==> config.mk <==
export PLATFORM = sky130hd
export DESIGN_NAME = nand_read_strobe_seq
export DESIGN_NICKNAME = d
export VERILOG_FILES = /design/src/rtl/nfr_pkg.sv /design/src/rtl/nfr_timing_calc.sv /design/src/rtl/nfr_byte_counter.sv /design/src/rtl/nfr_phase_fsm.sv /design/src/rtl/nand_read_strobe_seq.sv
export SDC_FILE = /design/constraint.sdc
export NUM_CORES = 1
export LEC_CHECK = 0
export BUFFER_PORTS_ARGS = -buffer_cell sky130_fd_sc_hd__buf_2
export CORE_MARGIN = 2
export CORE_UTILIZATION = 55
export CTS_BUF_LIST = sky130_fd_sc_hd__clkbuf_8
export DETAILED_ROUTE_END_ITERATION = 16
export GPL_ROUTABILITY_DRIVEN = 0
export MAX_ROUTING_LAYER = met4
export PLACE_DENSITY = 0.74
export REMOVE_ABC_BUFFERS = 1
export SLEW_MARGIN = 30
export SYNTH_ARGS = -nofsm -noshare
export SYNTH_HDL_FRONTEND = slang
export SYNTH_SLANG_ARGS = --single-unit
==> constraint.sdc <==
create_clock -name clk -period 5.1 [get_ports clk]
set_input_delay 1.02 -clock clk [delete_from_list [all_inputs] [get_ports clk]]
set_output_delay 1.02 -clock clk [all_outputs]
set_load 0.02 [all_outputs]
==> src/rtl/nfr_pkg.sv <==
package nfr_pkg;
  localparam int QTR_PER_BUS = 4;

  typedef enum logic [2:0] {
    PH_IDLE,
    PH_WAIT,
    PH_LOW,
    PH_HIGH,
    PH_HOLD,
    PH_EXT,
    PH_DONE
  } phase_e;
endpackage

==> src/rtl/nfr_timing_calc.sv <==
module nfr_timing_calc #(
  parameter int SCY_W  = 4,
  parameter int TICK_W = SCY_W + 4
) (
  input  logic              relaxed_i,
  input  logic              shift_i,
  input  logic [SCY_W-1:0]  scy_i,
  output logic [TICK_W-1:0] wait_t_o,
  output logic [TICK_W-1:0] low_t_o,
  output logic [TICK_W-1:0] high_t_o,
  output logic [TICK_W-1:0] hold_t_o,
  output logic [TICK_W-1:0] ext_t_o
);
  import nfr_pkg::*;

  localparam logic [TICK_W-1:0] ONE_BUS = TICK_W'(QTR_PER_BUS);
  localparam logic [TICK_W-1:0] TWO_BUS = TICK_W'(2 * QTR_PER_BUS);

  logic [TICK_W-1:0] scy_x4;
  logic [TICK_W-1:0] scy_x8;

  always_comb begin
    scy_x4 = TICK_W'(scy_i) << 2;
    scy_x8 = TICK_W'(scy_i) << 3;

    if (relaxed_i) begin
      wait_t_o = TICK_W'(3 * QTR_PER_BUS) + scy_x8;
      high_t_o = TWO_BUS;
      hold_t_o = scy_x8;
      ext_t_o  = TWO_BUS;
      low_t_o  = shift_i ? (ONE_BUS + scy_x8) : (TICK_W'(2) + scy_x8);
    end else begin
      wait_t_o = TWO_BUS + scy_x4;
      high_t_o = ONE_BUS;
      hold_t_o = scy_x4;
      ext_t_o  = ONE_BUS;
      low_t_o  = shift_i ? (ONE_BUS + scy_x4) : (TICK_W'(3) + scy_x4);
    end
  end
endmodule

==> src/rtl/nfr_byte_counter.sv <==
module nfr_byte_counter #(
  parameter int CNT_W = 8
) (
  input  logic             clk,
  input  logic             rst,
  input  logic             load_i,
  input  logic [CNT_W-1:0] count_i,
  input  logic             dec_i,
  output logic             last_o
);
  logic [CNT_W-1:0] rem_q;

  always_ff @(posedge clk) begin
    if (rst) begin
      rem_q <= '0;
    end else if (load_i) begin
      rem_q <= count_i;
    end else if (dec_i) begin
      rem_q <= rem_q - 1'b1;
    end
  end

  assign last_o = (rem_q == CNT_W'(1));

  a_r4_no_underflow: assert property (@(posedge clk) disable iff (rst)
    dec_i |-> (rem_q != '0));
endmodule

==> src/rtl/nfr_phase_fsm.sv <==
module nfr_phase_fsm #(
  parameter int TICK_W = 8
) (
  input  logic              clk,
  input  logic              rst,
  input  logic              start_i,
  input  logic              accept_i,
  input  logic              zero_i,
  input  logic [TICK_W-1:0] wait_t_i,
  input  logic [TICK_W-1:0] low_t_i,
  input  logic [TICK_W-1:0] high_t_i,
  input  logic [TICK_W-1:0] hold_t_i,
  input  logic [TICK_W-1:0] ext_t_i,
  input  logic              ext_en_i,
  input  logic              last_i,
  output logic              ready_o,
  output logic              byte_done_o,
  output logic              cs_n_o,
  output logic              re_n_o,
  output logic              cap_o,
  output logic              busy_o,
  output logic              done_o
);
  import nfr_pkg::*;

  phase_e            st_q, st_d;
  logic [TICK_W-1:0] cnt_q, cnt_d;
  logic              expired;

  assign expired     = (cnt_q == '0);
  assign ready_o     = (st_q == PH_IDLE) || (st_q == PH_DONE);
  assign byte_done_o = (st_q == PH_LOW) && expired;

  // Phase after the last byte: hold, then optional release, then done.
  function automatic phase_e after_low(input logic [TICK_W-1:0] hold_t,
                                       input logic ext_en);
    if (hold_t != '0)  return PH_HOLD;
    else if (ext_en)   return PH_EXT;
    else               return PH_DONE;
  endfunction

  always_comb begin
    st_d  = st_q;
    cnt_d = cnt_q;
    unique case (st_q)
      PH_IDLE, PH_DONE: begin
        st_d = PH_IDLE;
        if (accept_i) begin
          if (zero_i) begin
            st_d = PH_DONE;
          end else begin
            st_d  = PH_WAIT;
            cnt_d = wait_t_i - 1'b1;
          end
        end
      end
      PH_WAIT: begin
        if (expired) begin
          st_d  = PH_LOW;
          cnt_d = low_t_i - 1'b1;
        end else begin
          cnt_d = cnt_q - 1'b1;
        end
      end
      PH_LOW: begin
        if (expired) begin
          if (last_i) begin
            st_d = after_low(hold_t_i, ext_en_i);
            if (st_d == PH_HOLD)     cnt_d = hold_t_i - 1'b1;
            else if (st_d == PH_EXT) cnt_d = ext_t_i - 1'b1;
            else                     cnt_d = '0;
          end else begin
            st_d  = PH_HIGH;
            cnt_d = high_t_i - 1'b1;
          end
        end else begin
          cnt_d = cnt_q - 1'b1;
        end
      end
      PH_HIGH: begin
        if (expired) begin
          st_d  = PH_LOW;
          cnt_d = low_t_i - 1'b1;
        end else begin
          cnt_d = cnt_q - 1'b1;
        end
      end
      PH_HOLD: begin
        if (expired) begin
          st_d  = ext_en_i ? PH_EXT : PH_DONE;
          cnt_d = ext_en_i ? (ext_t_i - 1'b1) : '0;
        end else begin
          cnt_d = cnt_q - 1'b1;
        end
      end
      PH_EXT: begin
        if (expired) begin
          st_d  = PH_DONE;
          cnt_d = '0;
        end else begin
          cnt_d = cnt_q - 1'b1;
        end
      end
      default: begin
        st_d  = PH_IDLE;
        cnt_d = '0;
      end
    endcase
  end

  always_ff @(posedge clk) begin
    if (rst) begin
      st_q   <= PH_IDLE;
      cnt_q  <= '0;
      cs_n_o <= 1'b1;
      re_n_o <= 1'b1;
      cap_o  <= 1'b0;
      busy_o <= 1'b0;
      done_o <= 1'b0;
    end else begin
      st_q   <= st_d;
      cnt_q  <= cnt_d;
      cs_n_o <= !(st_d inside {PH_WAIT, PH_LOW, PH_HIGH, PH_HOLD});
      re_n_o <= (st_d != PH_LOW);
      cap_o  <= (st_d == PH_LOW) && (cnt_d == '0);
      busy_o <= !(st_d inside {PH_IDLE, PH_DONE});
      done_o <= (st_d == PH_DONE);
    end
  end

  a_r6_ext_releases_cs: assert property (@(posedge clk) disable iff (rst)
    (st_q == PH_EXT) |-> (cs_n_o && busy_o && re_n_o));

  a_r4_cap_inside_low: assert property (@(posedge clk) disable iff (rst)
    cap_o |-> (!re_n_o && !cs_n_o));

  a_r7_done_not_busy: assert property (@(posedge clk) disable iff (rst)
    done_o |-> (!busy_o && cs_n_o));

  a_r9_busy_start_ignored: assert property (@(posedge clk) disable iff (rst)
    (start_i && (st_q == PH_WAIT) && !expired) |=> (st_q == PH_WAIT));

  a_r1_low_holds: assert property (@(posedge clk) disable iff (rst)
    ((st_q == PH_LOW) && !expired) |=> !re_n_o);
endmodule

==> src/rtl/nand_read_strobe_seq.sv <==
module nand_read_strobe_seq #(
  parameter int CNT_W  = 8,
  parameter int SCY_W  = 4
) (
  input  logic             clk,
  input  logic             rst,
  input  logic             start_i,
  input  logic [CNT_W-1:0] byte_cnt_i,
  input  logic             relaxed_i,
  input  logic             shift_i,
  input  logic [SCY_W-1:0] scy_i,
  input  logic             ext_hold_i,
  output logic             cs_n_o,
  output logic             re_n_o,
  output logic             cap_o,
  output logic             done_o,
  output logic             busy_o
);
  localparam int TICK_W = SCY_W + 4;

  logic [TICK_W-1:0] wait_live, low_live, high_live, hold_live, ext_live;
  logic [TICK_W-1:0] low_q, high_q, hold_q, ext_q;
  logic              ext_en_q;
  logic              ready, accept, byte_done, last_byte;

  assign accept = start_i && ready;

  nfr_timing_calc #(.SCY_W(SCY_W), .TICK_W(TICK_W)) u_calc (
    .relaxed_i (relaxed_i),
    .shift_i   (shift_i),
    .scy_i     (scy_i),
    .wait_t_o  (wait_live),
    .low_t_o   (low_live),
    .high_t_o  (high_live),
    .hold_t_o  (hold_live),
    .ext_t_o   (ext_live)
  );

  always_ff @(posedge clk) begin
    if (rst) begin
      low_q    <= '0;
      high_q   <= '0;
      hold_q   <= '0;
      ext_q    <= '0;
      ext_en_q <= 1'b0;
    end else if (accept) begin
      low_q    <= low_live;
      high_q   <= high_live;
      hold_q   <= hold_live;
      ext_q    <= ext_live;
      ext_en_q <= ext_hold_i;
    end
  end

  nfr_byte_counter #(.CNT_W(CNT_W)) u_bytes (
    .clk     (clk),
    .rst     (rst),
    .load_i  (accept),
    .count_i (byte_cnt_i),
    .dec_i   (byte_done),
    .last_o  (last_byte)
  );

  nfr_phase_fsm #(.TICK_W(TICK_W)) u_fsm (
    .clk         (clk),
    .rst         (rst),
    .start_i     (start_i),
    .accept_i    (accept),
    .zero_i      (byte_cnt_i == '0),
    .wait_t_i    (wait_live),
    .low_t_i     (low_q),
    .high_t_i    (high_q),
    .hold_t_i    (hold_q),
    .ext_t_i     (ext_q),
    .ext_en_i    (ext_en_q),
    .last_i      (last_byte),
    .ready_o     (ready),
    .byte_done_o (byte_done),
    .cs_n_o      (cs_n_o),
    .re_n_o      (re_n_o),
    .cap_o       (cap_o),
    .busy_o      (busy_o),
    .done_o      (done_o)
  );

  a_r2_cs_on_accept: assert property (@(posedge clk) disable iff (rst)
    $rose(busy_o) |-> (!cs_n_o && re_n_o));
endmodule

Yosys cells after proc, flatten, opt, wreduce, memory -nomap -nowiden
Index checks and enable logic that the tools add are counted.

Flip-flop bits (word level): 49. Input port bits: 18. Output and inout bits: 5. Logic and storage cells: 88.

Add/sub/neg operators: 12. Eq/ne operators: 15. Multiplexer cells: 32. Reductions and logical operators: 17.

Operators by type and width (count): $mux W8 (16); $sub A8 B1 Y8 const B (6); $pmux W8 S5 (1); $mux W3 (11); $logic_not A8 Y1 (3); $eq A3 B3 Y1 const B (7); $pmux W3 S5 (1); $eq A3 B2 Y1 const B (4); $add A2 B7 Y8 const A (1); $add A3 B7 Y8 const A (1); $add A4 B7 Y8 const A (1); $eq A8 B1 Y1 const B (1); $reduce_bool A8 Y1 (1); $add A2 B6 Y7 const A (1); $add A3 B6 Y7 const A (1); $add A4 B6 Y7 const A (1); $mux W7 (1); $eq A3 B1 Y1 const B (2); $logic_not A3 Y1 (2); $mux W4 (1); $reduce_bool A2 Y1 (2); $reduce_bool A4 Y1 (1); $reduce_or A2 Y1 (2); $logic_and A1 B1 Y1 (3); 4 further kinds (5).

Depth between registers and ports, before layout
Depth in word-level cells: 13. Gate-level depth with buffers: 11. Depth with buffers taken out: 9.

Hierarchy
A second synthesis with hierarchy kept.

Cell total of the unflattened synthesis: 558. Area total of the unflattened synthesis: 4643.2 sq um.

By module, submodules not included: nfr_phase_fsm (instances 1, cells each 286, area each 2072.0 sq um, sequential area each 320.3 sq um); nand_read_strobe_seq (instances 1, cells each 154, area each 1697.9 sq um, sequential area each 660.6 sq um); nfr_byte_counter (instances 1, cells each 56, area each 473.0 sq um, sequential area each 160.2 sq um); nfr_timing_calc (instances 1, cells each 62, area each 400.4 sq um, sequential area each 0.0 sq um).

Worst setup path before layout
OpenSTA, ideal clock, no wires.

Path kind: input-to-reg. Start point: input port byte_cnt_i[4]. End point: register u_fsm.cap_o. Setup time: 0.087 ns. Data arrival time: 3.046 ns. Required time: 5.013 ns. Slack: 1.967 ns. Stages on the path: 7. Path buffers: 0. Path through: or4_1 -> nor2_1 -> nor2_1 -> a2111oi_4 -> or3b_1 -> or2_4 -> nor4b_4.

Longest elaborated chain between the ends: 6. Elaborated cells between the ends (all ways): 10. Those cells by class: eq/ne (1); mux (6); reduce/logical (3).

Ends and longest elaborated chain: start: declaration (line nand_read_strobe_seq.sv:8) `input logic [CNT_W-1:0] byte_cnt_i,`; $logic_not A8 Y1 * (line nand_read_strobe_seq.sv:69) `.zero_i (byte_cnt_i == '0),`; $mux W8 or $mux W3 (tied branches) (line nfr_phase_fsm.sv:49) `if (zero_i) begin`; $mux W8 or $mux W3 (tied branches) (line nfr_phase_fsm.sv:48) `if (accept_i) begin`; $pmux W8 S5 or $pmux W3 S5 (tied branches) (line nfr_phase_fsm.sv:45) `unique case (st_q)`; $logic_not A8 Y1 or $eq A3 B2 Y1 (tied branches) (line nfr_phase_fsm.sv:125) `cap_o <= (st_d == PH_LOW) && (cnt_d == '0);`; $logic_and A1 B1 Y1 * (line nfr_phase_fsm.sv:125); end signal: assignment (line nfr_phase_fsm.sv:125); end: declaration (line nfr_phase_fsm.sv:20) `output logic cap_o,`.

Every way passes the cells marked *; elsewhere a longest branch is shown, timed or not. A chain may end at the register's enable or synchronous reset.

Final worst setup path
Start point: register u_fsm.st_q[1]. End point: register u_fsm.cap_o.

Longest elaborated chain between the ends: 7. Elaborated cells between the ends (all ways): 22. Those cells by class: eq/ne (7); mux (8); reduce/logical (7).

Ends and longest elaborated chain: start: declaration (line nfr_phase_fsm.sv:26) `phase_e st_q, st_d;`; start signal: assignment (line nfr_phase_fsm.sv:121) `st_q <= st_d;`; $eq A3 B3 Y1 or $logic_not A3 Y1 (tied branches) (line nfr_phase_fsm.sv:31, nfr_phase_fsm.sv:45); $logic_or A1 B1 Y1 (line nfr_phase_fsm.sv:31) `assign ready_o = (st_q == PH_IDLE) || (st_q == PH_DONE);`; $logic_and A1 B1 Y1 (line nand_read_strobe_seq.sv:26) `assign accept = start_i && ready;`; $mux W8 or $mux W3 (tied branches) (line nfr_phase_fsm.sv:48); $pmux W8 S5 or $pmux W3 S5 (tied branches) (line nfr_phase_fsm.sv:45); $logic_not A8 Y1 or $eq A3 B2 Y1 (tied branches) (line nfr_phase_fsm.sv:125); $logic_and A1 B1 Y1 * (line nfr_phase_fsm.sv:125).

Marked as above.

==> results.md <==
* Crit-path most repeated cell: nand3_1
* Syn avg cell area at 7.517 µm²
* CTS Hold Bufs at 0
* Setup TNS at 0 ps
* Reg2reg end: u_fsm.cap_o$_SDFF_PP0_
* Yosys top cell area share at 0.2712
* Distinct cells, synth at a little over 60
* Vias in the first global route at 2601
* Post-DP HPWL at about 5.5 mm
* Port Buffers at 22
* Buffers & Inverters on Critical Path at 0
* Post-synth top area cell: dfxtp_1
* CP endpoint kind: flip-flop
* Root Driver: clkbuf_8
* Top delay family on crit path: simple AND/OR/NAND/NOR gates
* Area of the multi-input gates at slightly below 2000 µm²
* Hold Path Depth at 2
* DIE AREA at about 6000 µm²
* Slew Limit Fails at 0
* Most frequent cell after synthesis: nor2_1
* Setup Buffers After CTS at 0
* CTS max path bufs at 2
* Reg area at between 700 and 800 µm²
* Reg2reg path depth at 7
* R2R Path Start: u_fsm.st_q[1]$_SDFF_PP0_
* Worst-path fanout max at 21
* Clock Latency Late Sink at 300 ps
* Hold Crit Class: flip-flop to flip-flop
* Die width at ~76 µm
* CTS tree: done
* Routed WL per cell at 15.87 µm
* Mapped Cells at ~380
* Final WS setup at roughly 1800 ps
* Critical path launch point: u_fsm.st_q[1]$_SDFF_PP0_
* Post-synth EDFFs at 0
* Relative slew margins at 0.4366
* RSZ-0062 raised after global routing: false
* Crit path DAT at approximately 3500 ps
* Die Ht at about 76 µm
* Sequential cell area fraction in the yosys report at 0.2712
* Synth cell count leaders: 45 x nor2_1, 43 x nand2_1, 39 x dfxtp_1, 28 x a21oi_1, 20 x clkbuf_1
* Crit path largest cell delay at between 600 and 700 ps
* Cts repair resizes at 0
* Ports at 23
* Residual DRC at 0
* Drt total wl at ~7.3 mm
* Detailed-router iteration count before antenna repair at 5
* Worst reg2reg setup slack at approximately 1800 ps
* Hold EP: ext_q[3]$_SDFFE_PP0P_
* Floorplan core area at 5075 µm²
* Placement Cell Area at 2988 µm²
* CP Launch Type: flip-flop
* Initial antenna violation count at 0
* Crit-path cells: xnor2_1 -> nand3_1 -> nor2_1 -> mux2_2 -> a221oi_1 -> nand3_1 -> nor4b_4
* Worst Skew at 7.709 ps
* PD cells at between 500 and 600 nW/µm²
* Syn. warnings at 0
* 1st-iter DRT viols at about 220
* Dominant synthesized flop cell: dfxtp_1
* Nets at approximately 420
* Hold Startpoint: ext_q[3]$_SDFFE_PP0P_
* Hold Fails Final Rpt at 0
* Min Tclk post-route at between 3000 and 4000 ps
* Crit Path Class: flip-flop to flip-flop
* CP required at roughly 5300 ps
* Total GRT Usage at 0.2695
* Design Area, Final at between 3000 and 4000 µm²
* Antenna Nets Post-Route at 0
* Top cells by area in the synthesized netlist: dfxtp_1 27%, nor2_1 5.9%, nand2_1 5.6%
* Clock-pin slew on the worst setup and hold paths at ~80 ps
* Routed via count at between 2000 and 3000
* Final setup vio count at 0
* H-tree levels at 2
* Total chip power at approximately 1700 µW
* Final period util at 0.6441
* Worst VDD drop at 0.2561 mV
* Vias/cell at 6.163
* Clk sink count at 39
* Layout cells sized above 1 at 0.1176
* Post-synth ARST share at 0
* Starting Density at 0.5673
* Achievable Freq at approximately 300 MHz
* Post-Syn Area at 2879 µm²
* Dpl ws at about 1600 ps
* Status: completed
* Area Growth Syn to Fin at 6.953%
* Least-Margin Pin Slew at roughly 840 ps
* Std-Cell Rows at 26
* Largest net degree at the start of global routing at 28
* Leakage at between 0.001 and 0.0015 µW
* Maxcap violations at 0
* Total gr overflow at 0
* Flops & latches, synth at 39
* Fillers at approximately 500
* CP max stage cell: nand3_1
* First-pass GRT wire length at approximately 12 mm
* # diodes at 0
* TritonCTS Buffers at 5
[worst max-delay path by stage]
stage,cells past startpoint,end
after CTS,7,u_fsm.cap_o$_SDFF_PP0_
after floorplan,7,u_fsm.cap_o$_SDFF_PP0_
after global placement,7,u_fsm.cap_o$_SDFF_PP0_
after detailed placement,7,u_fsm.cap_o$_SDFF_PP0_
after global routing,7,u_fsm.cap_o$_SDFF_PP0_
final,7,u_fsm.cap_o$_SDFF_PP0_
[layer usage]
metal  track usage  vias to the layer above  wire length [µm]
met4        0.1182                        0               219
met1        0.3612                     1320              3318
met2        0.4035                      102              3336
met3       0.04147                       21               439
met5             -                        -                 0
li1              -                     1398                 -
[flip-flops by register name, indices dropped and copies added, names as in the netlist, 2 cells and up]
| signal | flops |
|---|---|
| u_fsm.st_q | 3 |
| low_q | 7 |
| ext_q | 2 |
| u_bytes.rem_q | 8 |
| hold_q | 5 |
| u_fsm.cnt_q | 8 |
[where the power goes]
part           switching (µW)  total (µW)  internal (µW)
sequential                109         490            380
clock                     111         205           93.6
combinational             575         962            387
[area by class of cell]
| cell class | instances | share of cell area |
|---|---|---|
| sequential | 39 | 0.2536 |
| timing repair buffer | 23 | 0.03820 |
| clock buffer | 5 | 0.02235 |
| tap | 70 | 0.02844 |
| inverter | 16 | 0.01950 |
| clock inverter | 3 | 0.005282 |
| multi-input combinational | 305 | 0.6327 |
[stage by stage]
step	hold slack, ps	utilization	cells
finish	458.1	0.6068	461
global route	499.5	0.6068	461
CTS	461.0	0.6055	461
detailed placement	449.9	0.5888	453
global placement	446.7	0.5888	453
floorplan	430.3	-	360
[cell usage in the layout, fill, tap and decap left out, types with 3 or more instances in the layout]
| cell type | instances |
|---|---|
| nand2b_1 | 6 |
| nor3_1 | 15 |
| and3_1 | 3 |
| o311ai_0 | 3 |
| dfxtp_1 | 39 |
| nor3b_1 | 4 |
| o21ai_0 | 10 |
| a22oi_1 | 5 |
| buf_2 | 22 |
| nor2b_1 | 8 |
| a21oi_1 | 28 |
| o221ai_1 | 3 |
| nand3_1 | 15 |
| a221oi_1 | 7 |
| xor2_1 | 10 |
| a211oi_1 | 7 |
| and2_1 | 3 |
| a31oi_1 | 6 |
| o31ai_1 | 3 |
| nor2_1 | 45 |
| mux2i_1 | 7 |
| or4_1 | 6 |
| xnor2_1 | 9 |
| ha_1 | 10 |
| nand2_1 | 43 |
| inv_1 | 17 |
| clkbuf_8 | 5 |
[worst min-delay path: cells and delay by family (launching register included)]
kind	cells	cell delay, ps
and+or+nand+nor	1	50
AOI/OAI and AO/OA	1	50
DFF	1	310
[logic make-up after synthesis]
family,count (synthesis),share of synthesized area
simple gates,171,0.3051
compound gates,96,0.2360
buf+inv,39,0.05432
flops,39,0.2712
xor+xnor,19,0.05780
fa+ha+maj,10,0.04346
mux,9,0.03216
Power figures use the tool's default switching activity.
